--- src/rtl/lfsr_fifo_pkg.sv ---
package lfsr_fifo_pkg;

  // Tap set (bit positions, zero based) for a maximal-length XNOR LFSR
  function automatic logic [15:0] tap_mask(input int w);
    logic [15:0] m;
    case (w)
      3:  m = 16'h0006;
      4:  m = 16'h000C;
      5:  m = 16'h0014;
      6:  m = 16'h0030;
      7:  m = 16'h0060;
      8:  m = 16'h00B8;
      9:  m = 16'h0110;
      10: m = 16'h0240;
      11: m = 16'h0500;
      12: m = 16'h0829;
      13: m = 16'h100D;
      14: m = 16'h2015;
      15: m = 16'h6000;
      default: m = 16'hD008;
    endcase
    return m;
  endfunction

  // One LFSR step: shift toward MSB, XNOR of taps enters at bit 0
  function automatic logic [15:0] lfsr_next(input logic [15:0] q,
                                            input logic [15:0] mask,
                                            input int w);
    logic [15:0] wmask;
    logic        fb;
    wmask = 16'((32'd1 << w) - 1);
    fb    = ~(^(q & mask));
    return ((q << 1) | {15'd0, fb}) & wmask;
  endfunction

endpackage

--- src/rtl/lfsr_ptr.sv ---
module lfsr_ptr
  import lfsr_fifo_pkg::*;
#(
  parameter int ADDR_W = 15,
  parameter logic [ADDR_W-1:0] SEED = 1
) (
  input  logic              clk,
  input  logic              rst_n,
  input  logic              adv,
  output logic [ADDR_W-1:0] q
);
  localparam logic [15:0] MASK = tap_mask(ADDR_W);
  localparam logic [ADDR_W-1:0] LOCK = '1;

  logic [15:0]       q_wide;
  logic [ADDR_W-1:0] q_nxt;

  assign q_wide = 16'(q);
  assign q_nxt  = ADDR_W'(lfsr_next(q_wide, MASK, ADDR_W));

  always_ff @(posedge clk or negedge rst_n) begin
    if (!rst_n)   q <= SEED;
    else if (adv) q <= q_nxt;
  end

  // the lock-up state is never entered
  a_r5_no_lockup: assert property (@(posedge clk) disable iff (!rst_n)
    q != LOCK);
  // an advance always changes the pointer
  a_r3_adv_moves: assert property (@(posedge clk) disable iff (!rst_n)
    adv |=> q != $past(q));
  // without advance the pointer holds
  a_r7_idle_holds: assert property (@(posedge clk) disable iff (!rst_n)
    !adv |=> $stable(q));

endmodule

--- src/rtl/occ_counter.sv ---
module occ_counter #(
  parameter int ADDR_W    = 15,
  parameter int AF_MARGIN = 256
) (
  input  logic clk,
  input  logic rst_n,
  input  logic inc,
  input  logic dec,
  output logic empty,
  output logic almost_full,
  output logic full
);
  localparam int DEPTH  = (1 << ADDR_W) - 1;
  localparam int THRESH = DEPTH - AF_MARGIN;
  localparam logic [ADDR_W-1:0] CMAX = ADDR_W'(DEPTH);
  localparam logic [ADDR_W-1:0] CTHR = ADDR_W'(THRESH);

  logic [ADDR_W-1:0] cnt;

  always_ff @(posedge clk or negedge rst_n) begin
    if (!rst_n)          cnt <= '0;
    else if (inc && !dec) cnt <= cnt + 1'b1;
    else if (dec && !inc) cnt <= cnt - 1'b1;
  end

  assign empty       = (cnt == '0);
  assign full        = (cnt == CMAX);
  assign almost_full = (cnt >= CTHR);

  // no increment at full, no decrement at empty
  a_r7_no_overflow: assert property (@(posedge clk) disable iff (!rst_n)
    full |-> !inc);
  a_r7_no_underflow: assert property (@(posedge clk) disable iff (!rst_n)
    empty |-> !dec);
  // flags never both set
  a_r8_flags_exclusive: assert property (@(posedge clk) disable iff (!rst_n)
    !(empty && full));
  // full implies almost full
  a_r9_af_covers_full: assert property (@(posedge clk) disable iff (!rst_n)
    full |-> almost_full);

endmodule

--- src/rtl/lfsr_fifo_ptr.sv ---
module lfsr_fifo_ptr #(
  parameter int ADDR_W    = 15,
  parameter int AF_MARGIN = 256,
  parameter logic [ADDR_W-1:0] SEED = 1
) (
  input  logic              clk,
  input  logic              rst_n,
  input  logic              sel,
  input  logic              extract,
  input  logic              trig,
  output logic [ADDR_W-1:0] addr,
  output logic              empty,
  output logic              almost_full,
  output logic              full
);
  logic              access;
  logic              wr_go;
  logic              rd_go;
  logic [ADDR_W-1:0] wp;
  logic [ADDR_W-1:0] rp;

  assign access = sel && trig;
  assign wr_go  = access && !extract && !full;
  assign rd_go  = access &&  extract && !empty;

  lfsr_ptr #(.ADDR_W(ADDR_W), .SEED(SEED)) u_wp (
    .clk(clk), .rst_n(rst_n), .adv(wr_go), .q(wp));

  lfsr_ptr #(.ADDR_W(ADDR_W), .SEED(SEED)) u_rp (
    .clk(clk), .rst_n(rst_n), .adv(rd_go), .q(rp));

  occ_counter #(.ADDR_W(ADDR_W), .AF_MARGIN(AF_MARGIN)) u_occ (
    .clk(clk), .rst_n(rst_n), .inc(wr_go), .dec(rd_go),
    .empty(empty), .almost_full(almost_full), .full(full));

  assign addr = extract ? rp : wp;

  // unselected module keeps both pointers
  a_r6_unselected_hold: assert property (@(posedge clk) disable iff (!rst_n)
    !sel |=> $stable(wp) && $stable(rp));
  // a write leaves the read pointer alone
  a_r3_write_only_wp: assert property (@(posedge clk) disable iff (!rst_n)
    (sel && trig && !extract) |=> $stable(rp));
  // a read leaves the write pointer alone
  a_r4_read_only_rp: assert property (@(posedge clk) disable iff (!rst_n)
    (sel && trig && extract) |=> $stable(wp));
  // equal pointers after a write mean the buffer filled
  a_r8_wrap_means_full: assert property (@(posedge clk) disable iff (!rst_n)
    (wr_go && !empty) |=> (wp != rp) || full);

endmodule

--- config.mk ---
export PLATFORM = sky130hd
export DESIGN_NAME = lfsr_fifo_ptr
export DESIGN_NICKNAME = d
export VERILOG_FILES = /design/src/rtl/lfsr_fifo_pkg.sv /design/src/rtl/lfsr_ptr.sv /design/src/rtl/occ_counter.sv /design/src/rtl/lfsr_fifo_ptr.sv
export SDC_FILE = /design/constraint.sdc
export NUM_CORES = 1
export LEC_CHECK = 0
export BUFFER_PORTS_ARGS = -buffer_cell sky130_fd_sc_hd__buf_2
export CORE_MARGIN = 2
export CORE_UTILIZATION = 25
export CTS_CLUSTER_DIAMETER = 100
export CTS_CLUSTER_SIZE = 20
export DETAILED_ROUTE_END_ITERATION = 10
export PLACE_DENSITY_LB_ADDON = 0.25
export SYNTH_ARGS = -nofsm -noshare
export SYNTH_HDL_FRONTEND = slang
export SYNTH_HIERARCHICAL = 1
export SYNTH_SLANG_ARGS = --single-unit
--- constraint.sdc ---
create_clock -name clk -period 4.28 [get_ports clk]
set_input_delay 0.214 -clock clk [delete_from_list [all_inputs] [get_ports clk]]
set_output_delay 0.214 -clock clk [all_outputs]
set_load 0.005 [all_outputs]
==> flow_summary_export.csv <==
group,metric,value,unit
status,outcome,"completed",
routing,first_iter_violations,98,
synth,syn-mean-instance-area,11.1,sq um
routing,firstDrtPassIters,4,
global_routing,grt_first_pass_wirelength,9720,um
clock_network,clkLatencyLatePin,0.29,ns
die,die_y,115,um
synth,ys_seq_elements,45,
routing,drt_wl_total,5900,um
die,die_area,13200,sq um
clock_network,cts_setup_buffers,0,
synth,async_flop_share,100,%
synth,ys_seq_area_share,36.7,%
sta,post-route-min-period,3.72,ns
cells_and_area,drive_above_1_share,32.7,%
synth,post-synth-top-area-cell,"dfrtp_1",
worst_setup_path,setup.worst_path.class,"reg2reg",
sta,slew_headroom,37.7,%
die,start_util,25.6,%
sta,rsz0062_at_grt,"false",
worst_setup_path,crit_required,4.46,ns
clock_network,cts-hold-fix-buffers,0,
die,io_pins,23,
synth,netlist_instances,276,
run,maxCapViolations,0,
global_routing,grt_pass1_vias,1911,
synth,synth_top_area_share,35.0,%
global_routing,grt_overflow,0,
routing,drc,0,
die,num_rows,40,
placed_design,hpwl,4180,um
clock_network,clk_pin_slew,0.06,ns
synth,yosysUniqueCellTypes,45,
worst_setup_path,cp_data_arrival_time,3.90,ns
die,die_w,115,um
pwr,leakagePower,1.45,nW
cells_and_area,nNetsFinal,293,
worst_setup_path,crit_path_end_kind,"register",
clock_network,clock-root-buffer,"clkbuf_16",
synth,synth_area_leaders,"dfrtp_1 35%, mux2_4 14%, buf_4 7.1%, ha_1 6.5%, mux2_2 6.2%",
routing,viasPerCell,4.54,
synth,yosysMostFrequentCell,"dfrtp_1",
placed_design,port_buffers,22,
sta,maxSlewViolCount,0,
clock_network,ctsResizeCount,0,
cells_and_area,syn2layout_area_growth,5.50,%
sta,fin_crit_sh,86.9,%
routing,wl_per_cell,14.1,um
sta,fin_skew,0.00329,ns
clock_network,cts-buffers-inserted,5,
routing,ant_nets,0,
sta,tns,0,ns
pwr,ir_drop,0.201,mV
synth,synthFlopType,"dfrtp_1",
sta,worst_pin_slew,0.935,ns
synth,synth-edff-count,0,
worst_setup_path,critPathLaunchType,"register",
global_routing,gr-usage-all-layers,9.49,%
pwr,power_density,649,nW/um^2
cells_and_area,antenna_cells,0,
synth,synth_fp_nets,298,
placed_design,gp_congestion,0.811,
global_routing,grt_start_max_net_pins,46,
worst_setup_path,cp_max_fo,16,
hold_path,holdCritPathClass,"in2async",
clock_network,cts_max_path_buffers,2,
global_routing,grt_antenna_before_repair,0,
die,core_area,12000,sq um
clock_network,cts_sinks,45,
worst_setup_path,r2r_slack,0.56,ns
synth,synth_area,3070,sq um
cells_and_area,post-route-util,27.0,%
synth,yosysWarnings,6,
routing,via_count,1904,
synth,synth_commonest_cells,"43 x dfrtp_1, 29 x buf_4, 28 x mux2_4",
sta,finalSetupViolCount,0,
sta,fmax,269,MHz
clock_network,cts_tree,"done",
clock_network,htree_levels,2,
sta,hold_violations,0,
-- metrics by stage --
stage	area (sq um)	power (mW)	setup slack (ns)	hold slack [ns]	cells
after floorplan	3070	1.53	1.04	-0.0816	276
after global placement	3070	1.67	0.627	0.361	411
after detailed placement	3070	1.66	0.610	0.355	411
after CTS	3240	2.13	0.566	0.0472	419
after global routing	3240	2.28	0.266	0.0717	419
final	3240	2.10	0.562	0.00750	419
-- critical path, cell delays in order, from the launching register on --
cell and delay (ns):
dfrtp_1 0.41, nand4_1 0.14, nor4_1 0.34, and2_1 0.19, and4bb_2 0.25, ha_1 0.27
inv_1 0.44, ha_1 0.39, a21oi_1 0.31, o2111ai_2 0.18, or2_2 0.32, o21ai_0 0.14
o21ai_0 0.09, o21a_1 0.15
-- per-layer routing --
layer	wire length (um)	track usage [%]	vias up
li1	-	-	942
met1	2980	12.5	924
met2	2560	14.9	31
met3	282	3.06	7
met4	76	2.89	0
met5	0	0	-
-- sequential cells by signal, summed over array words and instances, names as in the netlist --
register,cells
u_rp/q,15
u_wp/q,15
u_occ/cnt,15
-- cells by family (layout without fill, tap and decap cells) --
kind of cell / after synthesis / count (layout) / share of synthesized area, %
compound gates: 46 / 46 / 9.41
xor+xnor: 14 / 14 / 3.99
fa+ha+maj: 17 / 17 / 7.17
buf+inv: 45 / 41 / 11.4
flops: 45 / 45 / 36.7
mux: 47 / 47 / 20.6
simple gates: 62 / 62 / 10.8
-- worst paths after layout --
kind,startpoint,to,cells past startpoint
setup / recovery,u_occ/cnt[12]$_DFFE_PN0P_,u_occ/cnt[13]$_DFFE_PN0P_,13
hold / removal,rst_n,u_rp/q[8]$_DFFE_PN0P_,2
setup reg to reg,u_occ/cnt[12]$_DFFE_PN0P_,u_occ/cnt[13]$_DFFE_PN0P_,13
hold reg to reg,u_wp/q[1]$_DFFE_PN0P_,u_wp/q[1]$_DFFE_PN0P_,1
max in group asynchronous,rst_n,u_occ/cnt[7]$_DFFE_PN0P_,2
min in group clk,u_wp/q[1]$_DFFE_PN0P_,u_wp/q[1]$_DFFE_PN0P_,1
-- area by class of cell --
class	count	area (sq um)
Fill cell	1280	8770
Multi-Input combinational cell	186	1600
Sequential cell	45	1130
Tap cell	147	184
Timing Repair Buffer	26	140
Clock buffer	6	129
Clock inverter	2	38.8
Inverter	7	26.3
-- layout by cell type (no fill, tap or decap), types with 2 or more instances in the layout --
| master | Yosys | final |
|---|---|---|
| nand2_1 | 18 | 18 |
| nand2b_1 | 2 | 2 |
| dfrtp_1 | 43 | 43 |
| buf_4 | 29 | 4 |
| xor2_1 | 6 | 6 |
| and4_1 | 2 | 2 |
| o21a_1 | 4 | 4 |
| xnor2_1 | 8 | 8 |
| mux2i_1 | 2 | 2 |
| o21ai_1 | 2 | 2 |
| inv_1 | 7 | 7 |
| mux2_2 | 17 | 17 |
| buf_2 | 0 | 22 |
| nand4_1 | 5 | 5 |
| a21oi_1 | 14 | 14 |
| ha_1 | 16 | 16 |
| a21o_1 | 4 | 4 |
| mux2_4 | 28 | 28 |
| dfstp_2 | 2 | 2 |
| nor2_1 | 11 | 11 |
| nand3_1 | 4 | 4 |
| o21ai_0 | 15 | 15 |
| nor4_1 | 5 | 5 |
| nor3_1 | 5 | 5 |
| clkbuf_16 | 0 | 5 |
-- power breakdown --
part           switching, mW  leakage, nW  internal, mW
Sequential             0.144        0.546         0.557
Combinational          0.476        0.822         0.479
Clock                  0.172       0.0810         0.277
Total                  0.792         1.45          1.31
(Power assumes the default switching activity.)
